--- src/rtl/trig_busy_pkg.sv ---
package trig_busy_pkg;
  localparam int ADDR_W = 3;
  localparam int DATA_W = 32;

  typedef enum logic [ADDR_W-1:0] {
    REG_SRC   = 3'd0,
    REG_CTRL  = 3'd1,
    REG_OSC   = 3'd2,
    REG_DELAY = 3'd3,
    REG_COUNT = 3'd4,
    REG_CMD   = 3'd5
  } reg_addr_e;

  localparam int CTRL_BUSY  = 0;
  localparam int CTRL_FORCE = 1;
  localparam int CTRL_TMO   = 2;
  localparam int SRC_OSC    = 31;
endpackage

--- src/rtl/tbg_osc.sv ---
module tbg_osc #(
  parameter int W = 32
) (
  input  logic         clk,
  input  logic         rst,
  input  logic         en,
  input  logic         restart,
  input  logic [W-1:0] period,
  output logic         tick
);
  logic [W-1:0] cnt;
  logic         last;

  assign last = (cnt == period - W'(1));

  always_ff @(posedge clk) begin
    if (rst || restart || !en) begin
      cnt  <= '0;
      tick <= 1'b0;
    end else if (last) begin
      cnt  <= '0;
      tick <= 1'b1;
    end else begin
      cnt  <= cnt + W'(1);
      tick <= 1'b0;
    end
  end

  // a disabled generator issues nothing
  a_r7_quiet_when_off: assert property (@(posedge clk) disable iff (rst)
    !en |=> !tick);
endmodule

--- src/rtl/tbg_timer.sv ---
module tbg_timer #(
  parameter int W = 32
) (
  input  logic         clk,
  input  logic         rst,
  input  logic         en,
  input  logic         busy,
  input  logic         restart,
  input  logic [W-1:0] delay,
  output logic         expire
);
  logic [W-1:0] cnt;

  assign expire = en && busy &&
                  (({1'b0, cnt} + (W+1)'(1)) >= {1'b0, delay});

  always_ff @(posedge clk) begin
    if (rst || restart || !busy)
      cnt <= '0;
    else if (en && !expire)
      cnt <= cnt + W'(1);
  end

  // the count saturates once the delay has elapsed
  a_r5_saturate: assert property (@(posedge clk) disable iff (rst || restart)
    (expire && busy) |=> $stable(cnt) || !busy);
endmodule

--- src/rtl/tbg_counter.sv ---
module tbg_counter #(
  parameter int W = 32
) (
  input  logic         clk,
  input  logic         rst,
  input  logic         inc,
  input  logic         clr,
  output logic [W-1:0] value
);
  always_ff @(posedge clk) begin
    if (rst || clr)
      value <= '0;
    else if (inc)
      value <= value + W'(1);
  end

  // each counted trigger adds exactly one
  a_r8_step: assert property (@(posedge clk) disable iff (rst)
    (inc && !clr) |=> value == $past(value) + W'(1));
  // a write resets the count
  a_r8_clear: assert property (@(posedge clk) disable iff (rst)
    clr |=> value == '0);
endmodule

--- src/rtl/trig_busy_gate.sv ---
module trig_busy_gate
  import trig_busy_pkg::*;
#(
  parameter int NUM_EXT = 4
) (
  input  logic               clk,
  input  logic               rst,
  input  logic [NUM_EXT-1:0] ext_trig,
  input  logic               wr_stb,
  input  logic [ADDR_W-1:0]  wr_addr,
  input  logic [DATA_W-1:0]  wr_data,
  input  logic               rd_stb,
  input  logic [ADDR_W-1:0]  rd_addr,
  output logic [DATA_W-1:0]  rd_data,
  output logic               trig_out,
  output logic               busy_out
);
  logic [NUM_EXT-1:0] ext_en;
  logic               osc_en;
  logic               force_q;
  logic               tmo_en;
  logic               busy_q;
  logic [DATA_W-1:0]  osc_period;
  logic [DATA_W-1:0]  delay;
  logic [DATA_W-1:0]  count;
  logic               osc_tick;
  logic               expire;
  logic               raw, raw_q, fire;
  logic               wr_src, wr_ctrl, wr_osc, wr_delay, wr_count, cmd_req;
  logic               sw_clr;

  assign wr_src   = wr_stb && (wr_addr == REG_SRC);
  assign wr_ctrl  = wr_stb && (wr_addr == REG_CTRL);
  assign wr_osc   = wr_stb && (wr_addr == REG_OSC);
  assign wr_delay = wr_stb && (wr_addr == REG_DELAY);
  assign wr_count = wr_stb && (wr_addr == REG_COUNT);
  assign cmd_req  = wr_stb && (wr_addr == REG_CMD) && wr_data[0];

  assign raw    = (|(ext_trig & ext_en)) | osc_tick | cmd_req | force_q;
  assign fire   = raw && !raw_q && !busy_q;
  assign sw_clr = wr_ctrl && !wr_data[CTRL_BUSY] && !wr_data[CTRL_FORCE] && !force_q;

  tbg_osc #(.W(DATA_W)) u_osc (
    .clk(clk), .rst(rst), .en(osc_en), .restart(wr_osc),
    .period(osc_period), .tick(osc_tick));

  tbg_timer #(.W(DATA_W)) u_timer (
    .clk(clk), .rst(rst), .en(tmo_en), .busy(busy_q),
    .restart(wr_delay || fire), .delay(delay), .expire(expire));

  tbg_counter #(.W(DATA_W)) u_count (
    .clk(clk), .rst(rst), .inc(fire), .clr(wr_count), .value(count));

  // configuration registers
  always_ff @(posedge clk) begin
    if (rst) begin
      ext_en     <= '0;
      osc_en     <= 1'b0;
      force_q    <= 1'b0;
      tmo_en     <= 1'b0;
      osc_period <= '0;
      delay      <= '0;
    end else begin
      if (wr_src) begin
        ext_en <= wr_data[NUM_EXT-1:0];
        osc_en <= wr_data[SRC_OSC];
      end
      if (wr_ctrl) begin
        force_q <= wr_data[CTRL_FORCE];
        tmo_en  <= wr_data[CTRL_TMO];
      end
      if (wr_osc)   osc_period <= wr_data;
      if (wr_delay) delay      <= wr_data;
    end
  end

  // busy latch and trigger pulse
  always_ff @(posedge clk) begin
    if (rst) begin
      busy_q   <= 1'b0;
      raw_q    <= 1'b0;
      trig_out <= 1'b0;
    end else begin
      raw_q    <= raw;
      trig_out <= fire;
      if (fire)
        busy_q <= 1'b1;
      else if (!force_q && (sw_clr || expire))
        busy_q <= 1'b0;
    end
  end

  assign busy_out = busy_q;

  // read port
  always_ff @(posedge clk) begin
    if (rst)
      rd_data <= '0;
    else if (rd_stb) begin
      rd_data <= '0;
      case (rd_addr)
        REG_SRC: begin
          rd_data[NUM_EXT-1:0] <= ext_en;
          rd_data[SRC_OSC]     <= osc_en;
        end
        REG_CTRL: begin
          rd_data[CTRL_BUSY]  <= busy_q;
          rd_data[CTRL_FORCE] <= force_q;
          rd_data[CTRL_TMO]   <= tmo_en;
        end
        REG_OSC:   rd_data <= osc_period;
        REG_DELAY: rd_data <= delay;
        REG_COUNT: rd_data <= count;
        default:   rd_data <= '0;
      endcase
    end
  end

  // a trigger pulse comes with the latch set
  a_r1_sets_busy: assert property (@(posedge clk) disable iff (rst)
    trig_out |-> busy_q);
  // the pulse lasts one clock
  a_r1_one_clock: assert property (@(posedge clk) disable iff (rst)
    trig_out |=> !trig_out);
  // no trigger while the latch is held
  a_r3_blocked: assert property (@(posedge clk) disable iff (rst)
    busy_q |=> !trig_out);
  // force-busy keeps the latch set
  a_r6_force_holds: assert property (@(posedge clk) disable iff (rst)
    (force_q && busy_q) |=> busy_q);
  // a clearing write drops the latch
  a_r4_sw_clear: assert property (@(posedge clk) disable iff (rst)
    (busy_q && sw_clr) |=> !busy_out);
  // an elapsed delay drops the latch when not forced
  a_r5_auto_clear: assert property (@(posedge clk) disable iff (rst)
    (busy_q && expire && !force_q) |=> !busy_out);
endmodule

--- config.mk ---
export PLATFORM = sky130hd
export DESIGN_NAME = trig_busy_gate
export DESIGN_NICKNAME = d
export VERILOG_FILES = /design/src/rtl/trig_busy_pkg.sv /design/src/rtl/tbg_osc.sv /design/src/rtl/tbg_timer.sv /design/src/rtl/tbg_counter.sv /design/src/rtl/trig_busy_gate.sv
export SDC_FILE = /design/constraint.sdc
export NUM_CORES = 1
export LEC_CHECK = 0
export BUFFER_PORTS_ARGS = -buffer_cell sky130_fd_sc_hd__buf_4
export CAP_MARGIN = 10
export CORE_ASPECT_RATIO = 1.2
export CORE_UTILIZATION = 45
export DETAILED_ROUTE_END_ITERATION = 7
export HOLD_SLACK_MARGIN = 0.15
export SYNTH_ARGS = -nofsm -noshare
export SYNTH_HDL_FRONTEND = slang
export SYNTH_SLANG_ARGS = --single-unit
--- constraint.sdc ---
create_clock -name clk -period 6.2 [get_ports clk]
set_clock_uncertainty 0.2 [all_clocks]
set_input_delay 0.62 -clock clk [delete_from_list [all_inputs] [get_ports clk]]
set_output_delay 0.62 -clock clk [all_outputs]
set_load 0.03 [all_outputs]
==> summary.md, run 1 <==
| Metric | Value |
|---|---|
| Result of the run | completed |
| Top Ports | 80 |
| Die extent in x | approximately 150 um |
| Layout Utilization | 53.48% |
| Worst-skew pair later-pin latency | between 0.5 and 0.6 ns |
| Hold WS | about 0.17 ns |
| DR vias/cell | ~5.5 |
| Clock sink count | 203 |
| Time the final worst path needs with I/O delays and setup | between 5 and 6 ns |
| Crit end category | flip-flop |
| Overall via count from detail_route | 10030 |
| Total routing resource utilization after global routing | about a quarter |
| Full die area | about 25000 um2 |
| # H-tree levels | 1 |
| Final weighted congestion in routability-driven placement | around 0.97 |
| Initial DRC count | just under 700 |
| Leading cell types in the layout, fill and taps excluded | 230 x nand2_1, 203 x dfxtp_1, 137 x a21oi_1 |
| Number of global-route vias before repair | ~9400 |
| Number of filler cells placed in the layout | roughly 2300 |
| Final period util | between 80% and 90% |
| CTS tree | done |
| Syn Inst Count | about 1400 |
| #FFs+latches synth | 203 |
| Largest voltage drop on the vdd net | roughly 0.19 mV |
| Flip-flop cell with the highest count after synthesis | dfxtp_1 |
| Buffer type at the clock tree root | clkbuf_16 |
| Share of synthesized registers carrying an async set or reset | 0% |
| Post-layout power | 0.002948 W |
| Count of buffer and inverter cells on the critical path | 2 |
| Top cell family by delay on the critical path | simple AND/OR/NAND/NOR gates |
| Number of buffers inserted during clock tree synthesis | 24 |
| Type of the tightest min-delay check | input pin to flip-flop |
| Max-slew headroom | a little over a quarter |
| Worst setup margin | approximately 1.2 ns |
| Vertical die dimension | between 150 and 200 um |
| Worst-Margin Slew | roughly 1.1 ns |
| Multi-input gate area | about 6600 um2 |
| Final number of max-transition violations | 0 |
| Fraction of final layout cells sized beyond drive strength 1 | approximately 9.7% |
| Total negative setup slack | 0 ns |
| Row cnt | 62 |
| Synthesized netlist net count | between 1500 and 2000 |
| Global route total overflow | 0 |
| Area of the core | 24130 um2 |
| Startpoint Class | flip-flop |
| Combined flip-flop and latch cell area | 4064 um2 |
| Timing-limited maximum frequency | 0.1985 GHz |
| Count of buffers from port buffering | 79 |
| Finish-stage setup viols | 0 |
| Final Net Count | 1572 |
| Pin count of the biggest net entering global routing | 56 |
| Detailed-placement wirelength estimate | 23370 um |
| Setup repair after global routing missed its margin | false |
| CP max FO | 29 |
| Syn Std Cell Area | 11160 um2 |
| Synth warnings | 0 |
| Unique masters post-synth | 56 |
| Most common library cell in the layout ignoring fill and taps | nand2_1 |
| Initial antenna violation count | 0 |
| Max Cap Viol | 0 |
| Setup CP Type | flip-flop to flip-flop |
| Post-CTS Setup Bufs | 0 |
| First-pass DRT Iterations | 5 |
| Leakage power of the design | around 4.8 nW |
| Post-Place Setup Slack | around 1.2 ns |
| Detail Route Antenna Nets | 0 |
| First-pass GRT wire length | approximately 51000 um |
| Area delta synth->final | 15.66% |
| # DRC | 0 |
| Diode count | 0 |
| Power density normalized to cell area | between 200 and 250 nW/um2 |
| Max clock buf depth | 3 |
| Data required time of the worst path | approximately 6.5 ns |
| Routed wire length per instance | approximately 18 um |
| Critical path's largest stage delay | 0.49 ns |
| Critical Path, Cell by Cell | ha_1, nand3_1, or2_2, nor3_1, and3_1, and3_1, xor2_1, ha_1, nand4_1, nor4bb_1, a22o_1, a2111o_1, a2111oi_1, buf_4, nor2_1, buf_4, or4_1, nand2_1 |
| Final Hold Viols | 0 |
| Final wirelength | 32150 um |
| Signal arrival time at the worst endpoint | 5.30 ns |
| Average size of a mapped cell | slightly below 8 um2 |
| Initial cell density of the core | between 40% and 50% |
| Clock transition at the registers of the reported paths | roughly 0.06 ns |
| Number of enable flip-flop cells after synthesis | 0 |
| Slowest cell on crit path | or4_1 |
| Share of the yosys chip area belonging to registers | 36.43% |
## worst paths after layout
check	start	end	slack, ns	cells past startpoint
worst min register to register	delay[3]	delay[3]	0.27	2
worst max-delay path	u_timer.cnt[0]	u_timer.cnt[8]	1.16	18
worst min-delay path	wr_data[2]	tmo_en	0.17	3
worst max register to register	u_timer.cnt[0]	u_timer.cnt[8]	1.16	18
## Yosys cell counts, types with 10 or more instances
cell type	n	share of area, %
xnor2_1	51	4.0
ha_1	36	4.0
or3_1	38	2.1
inv_1	47	1.6
nor2_1	109	3.7
mux2i_1	43	3.9
nor4_1	10	0.56
and3_1	20	1.1
a21oi_1	137	6.1
xor2_1	76	6.0
o211ai_1	17	1.1
o21ai_0	63	2.8
nand3_1	45	2.0
clkbuf_1	75	2.5
nor3_1	49	2.2
dfxtp_1	203	36
nor2b_1	38	2.1
o31ai_1	11	0.74
and4_1	10	0.79
nand2_1	230	7.7
nand4_1	26	1.5
## layer usage
| metal | global-route usage (%) | vias to the layer above | part of all wire, % |
|---|---|---|---|
| met2 | 42.96 | 243 | 48 |
| met4 | 6.491 | 0 | 2.0 |
| li1 | - | 5061 | - |
| met1 | 33.37 | 4687 | 45 |
| met3 | 2.887 | 34 | 5.5 |
| met5 | 0 | - | 0 |
## timing repair
item | 4_1_cts | 5_1_grt
endpoints found under the hold margin | 44 | 0
gates resized for setup | 0 | 0
hold buffers | 25 | 0
## registers in the layout, summed over array words and instances (netlist names), 4 cells and up
register / flops
ext_en: 4
delay: 32
u_osc.cnt: 32
osc_period: 32
u_timer.cnt: 32
u_count.value: 32
rd_data: 32
## power by group
part           switching [W]  leakage [nW]  total (W)  internal [W]
Sequential         0.0000179          1.64    0.00134       0.00132
Combinational       0.000157          2.79   0.000266      0.000108
Clock               0.000563         0.375    0.00135      0.000784
Total               0.000738          4.81    0.00295       0.00221
## area by class of cell
| type | instances | share of cell area [%] |
|---|---|---|
| inverter | 47 | 1.367 |
| sequential | 203 | 31.50 |
| tap | 320 | 3.103 |
| timing repair buffer | 116 | 7.234 |
| clock buffer | 35 | 5.440 |
| clock inverter | 8 | 0.4170 |
| multi-input combinational | 1098 | 50.94 |
## cell families (layout without fill, tap and decap cells)
logic type | after synthesis | count (layout) | share of synthesized area (%)
fa+ha+maj | 36 | 36 | 4.038
compound gates | 268 | 268 | 13.69
simple gates | 619 | 619 | 26.83
xor+xnor | 127 | 127 | 9.971
buf+inv | 130 | 206 | 4.677
flops | 203 | 203 | 36.43
mux | 48 | 48 | 4.363
## stage by stage
stage | cell area [um2] | cells
floorplan | 11160 | 1431
global placement | 11900 | 1759
detailed placement | 11900 | 1759
CTS | 12900 | 1827
global route | 12900 | 1827
finish | 12900 | 1827
## worst min-delay path, cell delays in order
cell and delay, ns:
buf_4 0.11, a21oi_1 0.06, nor2_1 0.07
No activity file was read; power rests on OpenSTA's default activity.
==> run 2: changes to the inputs <==
==> constraint.sdc (replaced) <==
create_clock -name clk -period 4.3 [get_ports clk]
set_clock_uncertainty 0.2 [all_clocks]
set_input_delay 0.43 -clock clk [delete_from_list [all_inputs] [get_ports clk]]
set_output_delay 0.43 -clock clk [all_outputs]
set_load 0.03 [all_outputs]
==> run 2 against run 1 <==
  * Worst setup slack got worse by 1.1 ns
  * Clock-buffer cell count down 1
  * Non-clock buffer count is 58 higher
  * Final cell count grew 3.1%
  * Global-route usage increased by 0.85 points
  * Critical path depth grew 3
  * Power is 47% higher
  * Clock power rose by 47%
  * Sequential power grew 43%
  * Combinational power grew 64%
  * Utilization is 3.2 points higher
==> summary.md, run 2 (synthesis gave the netlist of run 1 again) <==
| Metric | Value |
|---|---|
| Result of the run | completed (unchanged) |
| Count of buffers from port buffering | 79 (unchanged) |
| Pin count of the biggest net entering global routing | 56 (unchanged) |
| Clock transition at the registers of the reported paths | 0.06 ns (about the same) |
| Row cnt | 62 (unchanged) |
| Final period util | 97.49% (was 81.26%) |
| Initial cell density of the core | 46.24% (unchanged) |
| First-pass DRT Iterations | 5 (unchanged) |
| Worst-Margin Slew | 1.161 ns (was 1.103 ns) |
| Startpoint Class | flip-flop (unchanged) |
| Time the final worst path needs with I/O delays and setup | 4.192 ns (was 5.038 ns) |
| Max-slew headroom | 22.31% (was 26.20%) |
| Detail Route Antenna Nets | 0 (unchanged) |
| Initial antenna violation count | 1 (was 0) |
| CP max FO | 8 (was 29) |
| Setup CP Type | flip-flop to flip-flop (unchanged) |
| Clock sink count | 203 (unchanged) |
| Worst-skew pair later-pin latency | 0.54 ns (was 0.52 ns) |
| DR vias/cell | 5.488 (was 5.487) |
| Leading cell types in the layout, fill and taps excluded | 230 x nand2_1, 200 x dfxtp_1, 135 x a21oi_1 (was 230 x nand2_1, 203 x dfxtp_1, 137 x a21oi_1) |
| Layout Utilization | 56.64% (was 53.48%) |
| Overall via count from detail_route | 10330 (was 10030) |
| Most common library cell in the layout ignoring fill and taps | nand2_1 (unchanged) |
| Final Hold Viols | 0 (unchanged) |
| Final wirelength | 33630 um (was 32150 um) |
| Initial DRC count | 683 (was 686) |
| Final number of max-transition violations | 0 (unchanged) |
| # H-tree levels | 1 (unchanged) |
| Buffer type at the clock tree root | clkbuf_16 (unchanged) |
| Number of global-route vias before repair | 9727 (was 9363) |
| Global route total overflow | 0 (unchanged) |
| Fraction of final layout cells sized beyond drive strength 1 | 14.72% (was 9.688%) |
| Hold depth | 3 (unchanged) |
| Signal arrival time at the worst endpoint | 4.47 ns (was 5.30 ns) |
| Area of the core | 24130 um2 (unchanged) |
| Power density normalized to cell area | 317.5 nW/um2 (was 228.5 nW/um2) |
| First-pass GRT wire length | 52590 um (was 51130 um) |
| Data required time of the worst path | 4.58 ns (was 6.46 ns) |
| Leakage power of the design | 5.201 nW (was 4.807 nW) |
| Timing-limited maximum frequency | 0.2385 GHz (was 0.1985 GHz) |
| Post-route cell area | 13670 um2 (was 12900 um2) |
| Routed wire length per instance | 17.86 um (was 17.60 um) |
| Final Net Count | 1630 (was 1572) |
| CTS tree | done (unchanged) |
| Max clock buf depth | 3 (unchanged) |
| Die extent in x | 145.7 um (unchanged) |
| Full die area | 25430 um2 (unchanged) |
| Final weighted congestion in routability-driven placement | 0.9214 (was 0.9666) |
| Max Cap Viol | 0 (unchanged) |
| Number of buffers inserted during clock tree synthesis | 24 (unchanged) |
| Crit end category | flip-flop (unchanged) |
| Vertical die dimension | 174.5 um (unchanged) |
| Area after DPL | 12230 um2 (was 11900 um2) |
| Top Ports | 80 (unchanged) |
| Setup repair after global routing missed its margin | true (was false) |
| Area delta synth->final | 22.50% (was 15.66%) |
| FF-to-FF path depth | 21 (was 18) |
| Finish-stage setup viols | 0 (unchanged) |
| Largest voltage drop on the vdd net | 0.2695 mV (was 0.1895 mV) |
| # DRC | 0 (unchanged) |
| Detailed-placement wirelength estimate | 23960 um (was 23370 um) |
| Total routing resource utilization after global routing | 25.95% (was 25.11%) |
| Type of the tightest min-delay check | input pin to flip-flop (unchanged) |
## run 2: cell count changes in the layout (fill, tap and decap cells not counted), moves of 3 or more
cell,previous run,this run
buf_4,91,134
nor2_2,1,5
dlygate4sd3_1,25,33
xnor2_2,0,4
nor2_1,108,103
and3_4,0,6
clkinv_2,6,3
dfxtp_1,203,200
buf_6,0,3
xnor2_1,51,47
and3_1,20,14
## run 2: cell type report
cell class	instances	area (um2)
diodes	1	2.502
clock buffers	34	708.2
clock inverters	6	60.06
fillers	2318	10460
inverters	47	176.4
multi-input cells	1098	6803
flip-flops and latches	203	4070
well taps	320	400.4
repair buffers	174	1445
## run 2: layer usage
metal | wire length, um | GRT usage (%) | vias to the layer above
met3 | 1427 | 2.730 | 54
met2 | 15760 | 43.20 | 226
li1 | - | - | 5176
met1 | 15280 | 34.70 | 4877
met5 | 0 | 0 | -
met4 | 1158 | 9.298 | 0
## run 2: power breakdown
| part | internal [W] | leakage [nW] | switching [W] | total, W |
|---|---|---|---|---|
| Sequential | 0.00190 | 1.64 | 0.0000241 | 0.00192 |
| Combinational | 0.000189 | 3.19 | 0.000246 | 0.000435 |
| Clock | 0.00115 | 0.373 | 0.000835 | 0.00198 |
## run 2: repair_timing
| item | in CTS | in global routing |
|---|---|---|
| gates resized for setup | 4 | 36 |
| buffers inserted | 1 | 9 |
| endpoints found under the setup margin | 23 | 31 |
| cloned | 0 | 4 |
| pin swaps | 1 | 28 |
| hold buffers | 33 | 0 |
| endpoints found under the hold margin | 72 | 0 |
## run 2: worst max-delay path, cell delays in order, from the launching register on
cell and delay (ns):
dfxtp_2 0.36, ha_4 0.16, nand3_4 0.07, or2_4 0.27, buf_4 0.15, nor4_4 0.18, buf_4 0.17, and2_4 0.16
nand3_4 0.09, xnor2_2 0.16, ha_1 0.30, a21oi_1 0.13, nor2_1 0.06, a211oi_2 0.19, o211ai_1 0.14, a2111oi_4 0.32
buf_4 0.19, o21ai_4 0.10, buf_6 0.14, buf_12 0.13, or4_1 0.39, nand2_1 0.06
## run 2: path summary, 6_finish.rpt
check	startpoint	end	slack [ns]
setup reg to reg	u_timer.cnt[0]	u_timer.cnt[3]	0.11
setup / recovery	u_timer.cnt[0]	u_timer.cnt[3]	0.11
hold reg to reg	delay[2]	delay[2]	0.27
hold / removal	rd_stb	rd_data[31]	0.16
## run 2: stage by stage
stage	hold WS [ns]	worst slack [ns]	TNS, ns	total power, W	instances
after floorplan	0.2459	0.0003522	0	0.002206	1431
after global placement	0.2591	-0.06538	-0.4174	0.002349	1795
after detailed placement	0.2640	-0.1666	-3.108	0.002351	1795
after CTS	0.1602	0.008288	0	0.004353	1869
after global routing	0.1878	-0.07605	-0.4820	0.004485	1883
final	0.1597	0.1079	0	0.004339	1883
